<file path="src/rtl/pwm_eng_pkg.sv">
package pwm_eng_pkg;

  // Resolution select encoding; the values are part of the block's interface.
  typedef enum logic [1:0] {
    RES_8  = 2'b00,
    RES_9  = 2'b01,
    RES_12 = 2'b10,
    RES_9D = 2'b11
  } res_e;

  localparam int W_LO   = 8;
  localparam int W_MID  = 9;
  localparam int W_HI   = 12;
  localparam int DITH_W = W_HI - W_MID;

  // Number of counter bits making up one period for a resolution select.
  function automatic logic [3:0] res_bits(res_e r);
    logic [3:0] b;
    case (r)
      RES_8:   b = 4'(W_LO);
      RES_9:   b = 4'(W_MID);
      RES_12:  b = 4'(W_HI);
      default: b = 4'(W_MID);
    endcase
    return b;
  endfunction

  // Bit reversal of the dither frame index, spreading extra ticks evenly.
  function automatic logic [DITH_W-1:0] rev_frame(logic [DITH_W-1:0] v);
    logic [DITH_W-1:0] r;
    for (int i = 0; i < DITH_W; i++) r[i] = v[DITH_W-1-i];
    return r;
  endfunction

endpackage

</file>
<file path="src/rtl/pwm_timebase.sv">
module pwm_timebase
  import pwm_eng_pkg::*;
#(
  parameter int DIV_W = 3,
  parameter int CNT_W = 12,
  parameter int FRM_W = 3
) (
  input  logic             clk,
  input  logic             rst_n,
  input  logic [DIV_W-1:0] div_i,
  input  res_e             res_i,
  output logic [CNT_W-1:0] cnt_o,
  output logic [FRM_W-1:0] frame_o,
  output logic             wrap_o,
  output res_e             res_o
);

  localparam int PRE_W = (1 << DIV_W) - 1;

  logic [PRE_W-1:0] pre_q, pre_d, pre_lim;
  logic [PRE_W:0]   pre_span;
  logic [CNT_W-1:0] cnt_q, cnt_d, cnt_lim;
  logic [CNT_W:0]   per_span;
  logic [FRM_W-1:0] frame_q, frame_d;
  res_e             res_q, res_d;
  logic             tick, wrap;

  // Prescaler limit and period limit
  always_comb begin
    pre_span = (PRE_W+1)'(1) << div_i;
    pre_lim  = PRE_W'(pre_span - 1'b1);
    per_span = (CNT_W+1)'(1) << res_bits(res_q);
    cnt_lim  = CNT_W'(per_span - 1'b1);
  end

  // Next state
  always_comb begin
    tick    = (pre_q >= pre_lim);
    wrap    = tick && (cnt_q >= cnt_lim);
    pre_d   = tick ? '0 : pre_q + 1'b1;
    cnt_d   = cnt_q;
    frame_d = frame_q;
    res_d   = res_q;
    if (tick) begin
      cnt_d = wrap ? '0 : cnt_q + 1'b1;
    end
    if (wrap) begin
      frame_d = frame_q + 1'b1;
      res_d   = res_i;
    end
  end

  // Registers
  always_ff @(posedge clk or negedge rst_n) begin
    if (!rst_n) begin
      pre_q   <= '0;
      cnt_q   <= '0;
      frame_q <= '0;
      res_q   <= RES_8;
    end else begin
      pre_q   <= pre_d;
      cnt_q   <= cnt_d;
      frame_q <= frame_d;
      res_q   <= res_d;
    end
  end

  assign cnt_o   = cnt_q;
  assign frame_o = frame_q;
  assign wrap_o  = wrap;
  assign res_o   = res_q;


  cnt_in_period_chk: assert property (@(posedge clk) disable iff (!rst_n)
    cnt_q <= cnt_lim)
    else $error("period counter beyond period");


  res_hold_chk: assert property (@(posedge clk) disable iff (!rst_n)
    !wrap |=> $stable(res_q))
    else $error("resolution moved inside a period");


  frame_hold_chk: assert property (@(posedge clk) disable iff (!rst_n)
    !wrap |=> $stable(frame_q))
    else $error("dither frame moved inside a period");

endmodule

</file>
<file path="src/rtl/pwm_shadow.sv">
module pwm_shadow #(
  parameter int NCH     = 18,
  parameter int CODE_W  = 12,
  parameter int NUM_GRP = 6
) (
  input  logic                  clk,
  input  logic                  rst_n,
  input  logic                  wrap_i,
  input  logic [NCH*CODE_W-1:0] code_i,
  input  logic                  phase_i,
  input  logic [NUM_GRP-1:0]    inv_i,
  output logic [NCH*CODE_W-1:0] code_o,
  output logic                  phase_o,
  output logic [NUM_GRP-1:0]    inv_o
);

  logic [NCH*CODE_W-1:0] code_q, code_d;
  logic                  phase_q, phase_d;
  logic [NUM_GRP-1:0]    inv_q, inv_d;

  // Next state: capture only at a period boundary
  always_comb begin
    code_d  = code_q;
    phase_d = phase_q;
    inv_d   = inv_q;
    if (wrap_i) begin
      code_d  = code_i;
      phase_d = phase_i;
      inv_d   = inv_i;
    end
  end

  always_ff @(posedge clk or negedge rst_n) begin
    if (!rst_n) begin
      code_q  <= '0;
      phase_q <= 1'b0;
      inv_q   <= '0;
    end else begin
      code_q  <= code_d;
      phase_q <= phase_d;
      inv_q   <= inv_d;
    end
  end

  assign code_o  = code_q;
  assign phase_o = phase_q;
  assign inv_o   = inv_q;


  shadow_hold_chk: assert property (@(posedge clk) disable iff (!rst_n)
    !wrap_i |=> ($stable(code_q) && $stable(phase_q) && $stable(inv_q)))
    else $error("captured settings changed inside a period");

endmodule

</file>
<file path="src/rtl/pwm_duty.sv">
module pwm_duty
  import pwm_eng_pkg::*;
#(
  parameter int CODE_W = 12,
  parameter int CNT_W  = 12
) (
  input  logic [CODE_W-1:0] code_i,
  input  res_e              res_i,
  input  logic [DITH_W-1:0] frame_i,
  output logic [CNT_W:0]    duty_o,
  output logic              full_o
);

  localparam int BASE_W = CODE_W - DITH_W;

  logic [BASE_W-1:0] base;
  logic [DITH_W-1:0] frac;
  logic              extra;

  always_comb begin
    base  = code_i[CODE_W-1:DITH_W];
    frac  = code_i[DITH_W-1:0];
    extra = (frac > rev_frame(frame_i));
    case (res_i)
      RES_8: begin
        duty_o = (CNT_W+1)'(code_i[W_LO-1:0]);
        full_o = &code_i[W_LO-1:0];
      end
      RES_9: begin
        duty_o = (CNT_W+1)'(code_i[W_MID-1:0]);
        full_o = &code_i[W_MID-1:0];
      end
      RES_12: begin
        duty_o = (CNT_W+1)'(code_i);
        full_o = &code_i;
      end
      default: begin
        duty_o = (CNT_W+1)'(base) + (CNT_W+1)'(extra);
        full_o = &code_i;
      end
    endcase
  end

endmodule

</file>
<file path="src/rtl/pwm_slot.sv">
module pwm_slot #(
  parameter int CNT_W = 12
) (
  input  logic             clk,
  input  logic             rst_n,
  input  logic [CNT_W-1:0] cnt_i,
  input  logic [CNT_W-1:0] shift_i,
  input  logic [CNT_W-1:0] mask_i,
  input  logic [CNT_W:0]   duty_i,
  input  logic             full_i,
  input  logic             force_i,
  output logic             led_o
);

  logic [CNT_W-1:0] pos;
  logic             on_d, led_q;

  always_comb begin
    pos  = (cnt_i - shift_i) & mask_i;
    on_d = force_i || full_i || ({1'b0, pos} < duty_i);
  end

  always_ff @(posedge clk or negedge rst_n) begin
    if (!rst_n) led_q <= 1'b0;
    else        led_q <= on_d;
  end

  assign led_o = led_q;


  force_on_chk: assert property (@(posedge clk) disable iff (!rst_n)
    force_i |=> led_q)
    else $error("override did not drive output high");


  zero_off_chk: assert property (@(posedge clk) disable iff (!rst_n)
    (duty_i == '0 && !full_i && !force_i) |=> !led_q)
    else $error("zero duty produced a high output");


  full_on_chk: assert property (@(posedge clk) disable iff (!rst_n)
    full_i |=> led_q)
    else $error("full-scale code produced a low output");

endmodule

</file>
<file path="src/rtl/pwm_phase_engine.sv">
module pwm_phase_engine
  import pwm_eng_pkg::*;
#(
  parameter int NUM_GRP  = 6,
  parameter int GRP_SIZE = 3,
  parameter int CODE_W   = 12,
  parameter int DIV_W    = 3,
  parameter int FRC_W    = 3
) (
  input  logic                           clk,
  input  logic                           rst_n,
  input  logic [NUM_GRP*GRP_SIZE*CODE_W-1:0] code_i,
  input  logic [1:0]                     res_sel_i,
  input  logic [DIV_W-1:0]               div_sel_i,
  input  logic                           phase_en_i,
  input  logic [NUM_GRP-1:0]             inv_en_i,
  input  logic [FRC_W-1:0]               dcpwm_i,
  output logic [NUM_GRP*GRP_SIZE-1:0]    led_o
);

  localparam int NCH   = NUM_GRP * GRP_SIZE;
  localparam int CNT_W = CODE_W;
  localparam int MID   = GRP_SIZE / 2;
  localparam int OFF_W = CNT_W + $clog2(NUM_GRP) + 1;

  // Reset: asynchronous assert, synchronous release
  logic [1:0] rst_ff;
  logic       rst_core_n;

  always_ff @(posedge clk or negedge rst_n) begin
    if (!rst_n) rst_ff <= '0;
    else        rst_ff <= {rst_ff[0], 1'b1};
  end
  assign rst_core_n = rst_ff[1];

  logic [CNT_W-1:0]      cnt;
  logic [DITH_W-1:0]     frame;
  logic                  wrap;
  res_e                  res_q;
  logic [NCH*CODE_W-1:0] code_q;
  logic                  phase_q;
  logic [NUM_GRP-1:0]    inv_q;
  logic [CNT_W:0]        per_span;
  logic [CNT_W-1:0]      mask, half;
  logic                  force_on;

  pwm_timebase #(
    .DIV_W (DIV_W),
    .CNT_W (CNT_W),
    .FRM_W (DITH_W)
  ) u_tb (
    .clk     (clk),
    .rst_n   (rst_core_n),
    .div_i   (div_sel_i),
    .res_i   (res_e'(res_sel_i)),
    .cnt_o   (cnt),
    .frame_o (frame),
    .wrap_o  (wrap),
    .res_o   (res_q)
  );

  pwm_shadow #(
    .NCH     (NCH),
    .CODE_W  (CODE_W),
    .NUM_GRP (NUM_GRP)
  ) u_shadow (
    .clk     (clk),
    .rst_n   (rst_core_n),
    .wrap_i  (wrap),
    .code_i  (code_i),
    .phase_i (phase_en_i),
    .inv_i   (inv_en_i),
    .code_o  (code_q),
    .phase_o (phase_q),
    .inv_o   (inv_q)
  );

  always_comb begin
    per_span = (CNT_W+1)'(1) << res_bits(res_q);
    mask     = CNT_W'(per_span - 1'b1);
    half     = CNT_W'(per_span >> 1);
    force_on = (dcpwm_i == {FRC_W{1'b1}});
  end

  logic [CNT_W-1:0] goff [NUM_GRP];

  for (genvar g = 0; g < NUM_GRP; g++) begin : g_grp
    logic [OFF_W-1:0] scaled;
    assign scaled  = (OFF_W'(g) << res_bits(res_q)) / OFF_W'(NUM_GRP);
    assign goff[g] = phase_q ? CNT_W'(scaled) : '0;

    for (genvar m = 0; m < GRP_SIZE; m++) begin : g_ch
      localparam int CH = g * GRP_SIZE + m;
      logic [CNT_W-1:0] shift;
      logic [CNT_W:0]   duty;
      logic             full;

      if (m == MID) begin : g_mid
        assign shift = (goff[g] + (inv_q[g] ? half : '0)) & mask;
      end else begin : g_side
        assign shift = goff[g];
      end

      pwm_duty #(
        .CODE_W (CODE_W),
        .CNT_W  (CNT_W)
      ) u_duty (
        .code_i  (code_q[CH*CODE_W +: CODE_W]),
        .res_i   (res_q),
        .frame_i (frame),
        .duty_o  (duty),
        .full_o  (full)
      );

      pwm_slot #(
        .CNT_W (CNT_W)
      ) u_slot (
        .clk     (clk),
        .rst_n   (rst_core_n),
        .cnt_i   (cnt),
        .shift_i (shift),
        .mask_i  (mask),
        .duty_i  (duty),
        .full_i  (full),
        .force_i (force_on),
        .led_o   (led_o[CH])
      );
    end
  end

endmodule

</file>
<file path="config.mk">
export PLATFORM = sky130hd
export DESIGN_NAME = pwm_phase_engine
export DESIGN_NICKNAME = d
export VERILOG_FILES = /design/src/rtl/pwm_eng_pkg.sv /design/src/rtl/pwm_timebase.sv /design/src/rtl/pwm_shadow.sv /design/src/rtl/pwm_duty.sv /design/src/rtl/pwm_slot.sv /design/src/rtl/pwm_phase_engine.sv
export SDC_FILE = /design/constraint.sdc
export NUM_CORES = 1
export LEC_CHECK = 0
export ABC_AREA = 1
export BUFFER_PORTS_ARGS = -buffer_cell sky130_fd_sc_hd__buf_2
export CORE_ASPECT_RATIO = 0.5
export CORE_MARGIN = 3
export CORE_UTILIZATION = 30
export CTS_CLUSTER_SIZE = 16
export DETAILED_ROUTE_END_ITERATION = 10
export SLEW_MARGIN = 10
export SYNTH_ARGS = -nofsm -noshare
export SYNTH_HDL_FRONTEND = slang
export SYNTH_SLANG_ARGS = --single-unit
export TNS_END_PERCENT = 100
</file>
<file path="constraint.sdc">
create_clock -name clk -period 10.38 [get_ports clk]
set_clock_uncertainty 0.1 [all_clocks]
set_input_delay 2.076 -clock clk [delete_from_list [all_inputs] [get_ports clk]]
set_output_delay 2.076 -clock clk [all_outputs]
set_load 0.005 [all_outputs]
</file>
==> results of run 1 <==
[cell families after synthesis]
kind of cell             after synthesis
flip-flops                           267
adder cells (fa/ha/maj)              384
AND/OR/NAND/NOR                     1411
XOR/XNOR                             120
AO/OA/AOI/OAI                        765
other                                  2
buffers and inverters                482
multiplexers                          21
[per-layer routing]
metal | share of wire (%) | GRT usage (%)
met3 | 6.3 | 2.966
met2 | 45 | 31.41
met5 | 0.037 | 0
met1 | 46 | 25.49
met4 | 3.0 | 6.170
[through the flow]
stage               std cells  hold WS, ps  setup slack (ps)
global route             4753        267.3              3962
floorplan                3461        231.2              2288
CTS                      4753        259.8              4410
global placement         4692        239.5              4443
finish                   4754        257.1              4414
detailed placement       4692        237.3              4358
[cell type report]
class                           count  area [µm²]  share of cell area, %
Antenna cell                        1       2.502               0.008869
Inverter                          338        1284                  4.550
Tap cell                         1102        1379                  4.887
Sequential cell                   267        6686                  23.70
Timing Repair Buffer              273        1436                  5.091
Clock buffer                       42       942.2                  3.339
Multi-Input combinational cell   2712       16310                  57.80
Clock inverter                     19       177.7                 0.6297
[cells in the final DEF, fill, tap and decap left out, types with 15 or more instances in the layout]
cell / synthesis / layout
nor3_1: 69 / 69
a31oi_1: 29 / 29
a32oi_1: 21 / 21
a211oi_1: 15 / 15
mux2i_1: 21 / 21
o21ai_0: 233 / 233
nand4_1: 49 / 49
xor2_1: 97 / 97
a21oi_1: 235 / 235
buf_2: 23 / 250
xnor2_1: 23 / 23
inv_1: 333 / 333
o211ai_1: 36 / 36
nor2_1: 211 / 209
nor4_1: 16 / 16
nand3_1: 114 / 114
ha_1: 374 / 374
o21ai_1: 110 / 110
clkbuf_16: 0 / 35
dfrtp_1: 267 / 265
buf_4: 30 / 22
nand2_1: 928 / 927
[sequential cells by signal, summed over array words and instances, names as in the netlist]
signal,count
g_grp.g_ch.u_slot.led_o,18
rst_ff,2
u_shadow.code_o,216
u_shadow.inv_o,6
u_shadow.phase_o,1
u_tb.cnt_o,12
u_tb.frame_o,3
u_tb.pre_q,7
u_tb.res_o,2
[how the worst max path moves through the flow]
stage | startpoint | end | slack, ps | cells after the start
after floorplan | rst_ff[1] | g_grp[0].g_ch[0].u_slot.led_o | 2290 | 0
after global placement | div_sel_i[2] | u_tb.frame_o[2] | 4440 | 14
after detailed placement | div_sel_i[2] | u_tb.frame_o[2] | 4360 | 14
after CTS | u_tb.res_o[0] | g_grp[3].g_ch[0].u_slot.led_o | 4410 | 37
after global routing | u_tb.res_o[0] | g_grp[3].g_ch[0].u_slot.led_o | 3960 | 37
final | u_tb.res_o[0] | g_grp[3].g_ch[0].u_slot.led_o | 4410 | 37
[worst max-delay path: cells and delay by family (launching register included)]
family                     cells  cell delay (ps)
and+or+nand+nor               15             1310
adders and majority gates      7             1940
buffers and inverters          8              580
xor gates and xnor gates       2              690
DFF                            1              420
AOI/OAI and AO/OA              5              810
==> impl_metrics.py, run 1 <==
metrics = {
    "outcome": {
        "status": "finished, final reports clean",
    },
    "critical_path": {
        "arrival_ps": 6350,
        "crit_fanout": 7,
        "cp_common_cell": "inv_1",
        "cp.required_ps": 10760,
        "r2r_end": "g_grp[3].g_ch[0].u_slot.led_o",
        "ff2ff_path_depth": 37,
        "cp_slowest_cell": "xnor2_1",
        "worstSetupEndpointType": "flop",
        "reg2reg_from": "u_tb.res_o[0]",
        "cp-start-kind": "flop",
        "reg2reg_setup_slack_ps": 4410,
        "slowest_delay_ps": 530,
        "crit_type": "flop to flop",
    },
    "yosys": {
        "ys_seq_area_share_pct": 26.63,
        "synth-simple-area-share_pct": 23.02,
        "synth_edf_count": 0,
        "synth_cell_types": 49,
        "synth_warnings": 0,
        "syn-cell-area_mm2": 0.02509,
        "synth_top_area_share_pct": 26.63,
        "synth_most_common_cell": "nand2_1",
        "netlist_top_cells_count": "928 x nand2_1, 374 x ha_1, 333 x inv_1",
        "synth_compound_area_share_pct": 17.25,
        "async_reset_ff_share_pct": 100.0,
        "ys.flop_type": "dfrtp_1",
        "syn_area_per_cell_um2": 7.268,
        "yosys-top-cells-area": "dfrtp_1 27%, ha_1 19%, nand2_1 14%, inv_1 5.0%, a21oi_1 4.7%",
        "synth_fa_ha_area_share_pct": 19.45,
        "muxShareOfSynthArea_pct": 0.8379,
        "synth_cells": 3452,
        "synth_top_family_by_area": "simple AND/OR/NAND/NOR gates",
        "synth-xor-area-share_pct": 4.189,
        "synth-seq-cells": 267,
        "synth.largest_area_cell": "dfrtp_1",
    },
    "detailed_routing": {
        "finalWirelength_um": 84550,
        "drc": 0,
        "ant_nets": 0,
        "route.vias.total": 24430,
        "first_pass_iters": 5,
        "initialDrtViolationCount": 2021,
        "vias_per_cell": 5.138,
        "wl_per_cell_um": 17.78,
    },
    "hold_path": {
        "holdCritPathClass": "flop to flop",
        "whs_endpoint": "rst_ff[1]",
        "min-delay-start": "rst_ff[0]",
        "hold_path_depth": 0,
    },
    "place": {
        "io_buffers": 250,
        "gp_congestion": 0.9306,
        "dp_hpwl_um": 63370,
        "place_area_mm2": 0.02709,
    },
    "floorplan": {
        "rows": 74,
        "fp.dieW_um": 415.0,
        "die-height_um": 210.5,
        "start_util_pct": 30.51,
        "io_pins": 251,
        "core-area_mm2": 0.08222,
        "die_area_mm2": 0.08734,
    },
    "clock_tree": {
        "cts_hold_buf": 0,
        "cts.clk_slew.worst_paths_ps": 60,
        "cts_resized": 0,
        "cts_root_buf": "clkbuf_16",
        "post_cts_buffers": 0,
        "cts_tree": "done",
        "clkSinkCount": 267,
        "cts_buffers": 34,
        "ctsHtreeMaxLevel": 2,
        "clk_path_buf_depth": 3,
        "clk_latency_ps": 560,
    },
    "sta": {
        "min_period_ps": 5966,
        "hold_viol_final": 0,
        "finalSetupViolCount": 0,
        "fmax_ghz": 0.1676,
        "rsz0062_at_grt": "false",
        "timing.setup.tns_ps": 0,
        "tightest_slew_ps": 1171,
        "relSlewSlack_pct": 21.90,
        "slew_viol_final": 0,
        "fin_crit_sh_pct": 57.47,
    },
    "global_routing": {
        "grt_first_pass_wirelength_um": 132100,
        "overflow": 0,
        "grt_pass1_vias": 23890,
        "antenna_found_initial": 6,
        "grt_max_degree": 150,
        "grt_usage_pct": 19.00,
    },
    "layout": {
        "stdcell_area_mm2": 0.02821,
        "layout-drive-gt1-share_pct": 9.586,
        "fin_nets": 4243,
        "area_growth_pct": 12.46,
        "final_util_pct": 34.32,
        "nFillCells": 8811,
    },
    "run": {
        "maxCapViolations": 0,
    },
}
Power of run 1 is not shown: default switching activity piles up to over one toggle a cycle in this logic, so the estimate is an artifact.
==> run 2, diff against run 1 <==
clock period = 5.05 ns   (was 10.38 ns; I/O delays follow)
==> run 2 against run 1 <==
The flow now finishes with violations (negative setup slack). Critical path depth grew 3. Non-clock buffer count grew 52. Final area grew 2.9%. Sequential share of layout area shrank 0.68 points.
==> impl_metrics.py, run 2 (synthesized netlist as in run 1, its figures left out) <==
metrics = {
    "sta": {
        "tightest_slew_ps": 996.6,
        "min_period_ps": 5086,
        "relSlewSlack_pct": 33.56,
        "slew_viol_final": 0,
        "fmax_ghz": 0.1966,
        "finalWorstSetupSlack_ps": -35.66,
        "hold_viol_final": 0,
        "fin_crit_sh_pct": 100.7,
        "finalSetupViolCount": 2,
        "rsz0062_at_grt": "true",
    },
    "global_routing": {
        "grt_pass1_vias": 23840,
        "grt_max_degree": 143,
        "grt_first_pass_wirelength_um": 131600,
        "overflow": 0,
        "grt_usage_pct": 18.97,
        "antenna_found_initial": 1,
    },
    "outcome": {
        "status": "finished with violations",
        "violations": "negative setup slack",
    },
    "detailed_routing": {
        "first_pass_iters": 5,
        "initialDrtViolationCount": 1851,
        "wl_per_cell_um": 17.76,
        "route.vias.total": 24620,
        "drc": 0,
        "finalWirelength_um": 85270,
        "ant_nets": 0,
        "vias_per_cell": 5.129,
    },
    "place": {
        "place_ws_ps": -174.0,
        "io_buffers": 250,
        "dp_hpwl_um": 65130,
        "gp_congestion": 0.9762,
    },
    "clock_tree": {
        "cts_hold_buf": 0,
        "clkSinkCount": 267,
        "cts_root_buf": "clkbuf_16",
        "clk_path_buf_depth": 3,
        "clk_latency_ps": 550,
        "ctsHtreeMaxLevel": 2,
        "cts_tree": "done",
        "cts.clk_slew.worst_paths_ps": 60,
        "cts_buffers": 34,
    },
    "hold_path": {
        "holdCritPathClass": "primary input to async pin",
    },
    "critical_path": {
        "cp.required_ps": 5430,
        "crit_type": "flop to flop",
        "worstSetupEndpointType": "flop",
        "ff2ff_path_depth": 40,
        "arrival_ps": 5460,
        "cp_slowest_cell": "dfrtp_1",
        "cp_common_cell": "nand2_2",
        "slowest_delay_ps": 410,
        "cp-start-kind": "flop",
        "crit_fanout": 4,
    },
    "floorplan": {
        "start_util_pct": 30.51,
        "rows": 74,
        "die-height_um": 210.5,
        "fp.dieW_um": 415.0,
        "die_area_mm2": 0.08734,
        "io_pins": 251,
        "core-area_mm2": 0.08222,
    },
    "layout": {
        "layout_common_cells": "920 x nand2_1, 366 x ha_1, 325 x inv_1",
        "fin_nets": 4295,
        "layout-drive-gt1-share_pct": 12.06,
        "largest_register_ffs": 216,
        "antenna_cells": 0,
        "area_growth_pct": 15.74,
        "final_common_cell": "nand2_1",
    },
    "run": {
        "maxCapViolations": 0,
    },
}
-- run 2: cell count changes in the layout (fill, tap and decap cells not counted), sizes merged --
cell,change
buf,+52
bufinv,+4
clkbuf,+2
clkinv,-9
clkinvlp,-1
diode,-1
-- run 2: path summary, 6_finish.rpt --
kind	from	end	slack (ps)
hold / removal	rst_n	rst_ff[1]	140
hold reg to reg	rst_ff[1]	u_shadow.code_o[83]	230
min in group clk	rst_ff[0]	rst_ff[1]	250
setup / recovery	u_tb.res_o[1]	g_grp[3].g_ch[1].u_slot.led_o	-40
max in group asynchronous	rst_ff[1]	u_shadow.code_o[199]	3310
setup reg to reg	u_tb.res_o[1]	g_grp[3].g_ch[1].u_slot.led_o	-40
-- run 2: timing repair --
action                                  CTS  global route
resized for setup                         8            30
pin swaps                                24            14
endpoints found under the setup margin    3             3
cloned                                    0             0
endpoints found under the hold margin     0             0
buffers inserted                          4             4
-- run 2: routing by layer --
layer | wire [µm] | GRT usage (%) | up-vias | part of all wire (%)
met5 | 0 | 0 | - | 0
met4 | 3276 | 7.134 | 0 | 3.8
met1 | 38510 | 25.63 | 11600 | 45
met2 | 38060 | 30.77 | 697 | 45
met3 | 5426 | 2.849 | 182 | 6.4
li1 | - | - | 12140 | -
-- run 2: worst max-delay path, delay by kind of cell (launching register included) --
kind            cells  cell delay [ps]
fa+ha+maj           7             1710
simple gates       16             1280
compound gates     10             1150
flops               1              410
buf+inv             7              350
-- run 2: stage by stage --
stage          std cells  instance area (µm²)  hold slack (ps)  util (%)  setup TNS (ps)
6_report            4801                29040            144.0     35.32          -38.89
5_1_grt             4801                29040            123.9     35.32           -1087
4_1_cts             4797                28860            118.0     35.10          -28.13
3_5_place_dp        4736                27570            235.5     33.53          -317.1
3_3_place_gp        4736                27570            231.6     33.53          -151.3
2_1_floorplan       3461                25220            231.1         -               0
-- run 2: layout make-up --
type	instances	area (µm²)
clock inverter	13	239.0
multi-input combinational	2712	16550
timing repair buffer	325	1889
inverter	338	1289
clock buffer	44	1002
fill	8809	53180
tap	1102	1379
sequential	267	6685
Power of run 2 is left out for the same reason.
==> run 3, diff against run 2 <==
CORE_UTILIZATION = 56   (was 30)
PLACE_DENSITY = 0.79   (was not set)
==> run 3 against run 2 <==
The run still ends with negative setup slack left. Final area down 4.0%. Die area decreased by 46%. Count of clock-buffer cells in the layout fell by 11. Wire length is 10% lower. Maximum frequency down 0.74%. Core utilization is 28 points higher. Via count grew 0.42%. Non-clock buffer count fell by 11. Critical path depth unchanged. First-iteration DRC count rose by 37%. Register-to-register slack worse by 40 ps.
==> impl_metrics.py, run 3 (synthesized netlist as in run 1, its figures left out) <==
metrics = {
    "detailed_routing": {
        "route.vias.total": 24730,
        "vias_per_cell": 5.793,
        "ant_nets": 0,
        "first_pass_iters": 6,
        "initialDrtViolationCount": 2532,
        "wl_per_cell_um": 17.96,
        "finalWirelength_um": 76650,
        "drc": 0,
    },
    "sta": {
        "finalWorstSetupSlack_ps": -73.44,
        "hold_viol_final": 0,
        "fmax_ghz": 0.1952,
        "min_period_ps": 5123,
        "tightest_slew_ps": 1003,
        "slew_viol_final": 0,
        "relSlewSlack_pct": 33.14,
        "rsz0062_at_grt": "true",
        "finalSetupViolCount": 2,
        "fin_crit_sh_pct": 101.5,
    },
    "floorplan": {
        "rows": 54,
        "core-area_mm2": 0.04392,
        "fp.dieW_um": 305.3,
        "die_area_mm2": 0.04753,
        "io_pins": 251,
        "start_util_pct": 57.13,
        "die-height_um": 155.7,
    },
    "clock_tree": {
        "ctsHtreeMaxLevel": 1,
        "cts_buffers": 27,
        "clk_latency_ps": 590,
        "cts_tree": "done",
        "clkSinkCount": 267,
        "clk_path_buf_depth": 3,
        "cts_root_buf": "clkbuf_16",
        "cts.clk_slew.worst_paths_ps": 80,
    },
    "layout": {
        "largest_register_ffs": 216,
        "final_common_cell": "nand2_1",
        "nFillCells": 3969,
        "layout_common_cells": "919 x nand2_1, 366 x ha_1, 322 x inv_1",
        "area_growth_pct": 11.13,
        "fin_nets": 4277,
        "antenna_cells": 0,
        "layout-drive-gt1-share_pct": 11.52,
    },
    "place": {
        "place_ws_ps": -127.1,
        "io_buffers": 250,
        "dp_hpwl_um": 57810,
        "gp_congestion": 1.010,
    },
    "global_routing": {
        "grt_usage_pct": 31.56,
        "antenna_found_initial": 0,
        "grt_max_degree": 154,
        "grt_first_pass_wirelength_um": 121300,
        "grt_pass1_vias": 23140,
        "overflow": 0,
    },
    "outcome": {
        "violations": "negative setup slack",
        "status": "finished with violations",
    },
    "critical_path": {
        "crit_type": "flop to flop",
        "reg2reg_setup_slack_ps": -70,
        "cp_common_cell": "nand2_2",
        "worstSetupEndpointType": "flop",
        "slowest_delay_ps": 410,
        "arrival_ps": 5490,
        "cp-start-kind": "flop",
        "crit_fanout": 4,
        "cp.required_ps": 5410,
        "cp_slowest_cell": "dfrtp_1",
    },
    "hold_path": {
        "holdCritPathClass": "primary input to async pin",
    },
    "run": {
        "maxCapViolations": 0,
    },
}
## run 3: what timing repair did
action / 4_1_cts / 5_1_grt
hold buffers: 0 / 0
endpoints found under the setup margin: 3 / 3
pin swaps: 25 / 23
gates resized for setup: 6 / 31
endpoints found under the hold margin: 0 / 0
buffers inserted: 5 / 2
## run 3: critical path, delay by kind of cell, from the launching register on
family	cells	cell delay, ps
adder cells (fa/ha/maj)	7	1680
flip-flops	1	410
AND/OR/NAND/NOR	18	1360
buffers and inverters	9	500
AO/OA/AOI/OAI	6	930
## run 3: final cells by class
class / count / area (µm²) / area share, %
timing repair buffer: 314 / 1823 / 6.539
tap: 588 / 735.7 / 2.639
multi-input combinational: 2712 / 16520 / 59.25
inverter: 338 / 1289 / 4.623
clock inverter: 16 / 108.9 / 0.3904
sequential: 267 / 6685 / 23.98
clock buffer: 33 / 718.2 / 2.576
## run 3: through the flow
stage | instances | setup TNS (ps) | cell area, µm² | hold WS, ps | utilization [%]
after CTS | 4266 | -10.45 | 27740 | 85.52 | 63.17
final | 4268 | -73.98 | 27880 | 93.82 | 63.48
after global routing | 4268 | -952.3 | 27880 | 84.93 | 63.48
after detailed placement | 4212 | -127.1 | 26860 | 220.2 | 61.16
after floorplan | 3461 | 0 | 25220 | 231.1 | -
after global placement | 4212 | -21.20 | 26860 | 212.6 | 61.16
## run 3: path summary, 6_finish.rpt
path | to | depth (start not counted) | startpoint
worst min-delay path | rst_ff[1] | 1 | rst_n
max in group asynchronous | u_tb.cnt_o[3] | 1 | rst_ff[1]
min in group clk | rst_ff[1] | 0 | rst_ff[0]
worst min register to register | u_shadow.code_o[98] | 0 | rst_ff[1]
worst max-delay path | g_grp[3].g_ch[1].u_slot.led_o | 40 | u_tb.res_o[1]
worst max register to register | g_grp[3].g_ch[1].u_slot.led_o | 40 | u_tb.res_o[1]
## run 3: routing by layer
layer  up-vias  wire [µm]  global-route usage (%)
li1      12110          -                       -
met1     11480      35080                   45.88
met2      1018      32370                   48.35
met3       120       7442                   6.470
met4         0       1761                   7.446
met5         -          0                       0
Power of run 3 is left out for the same reason.
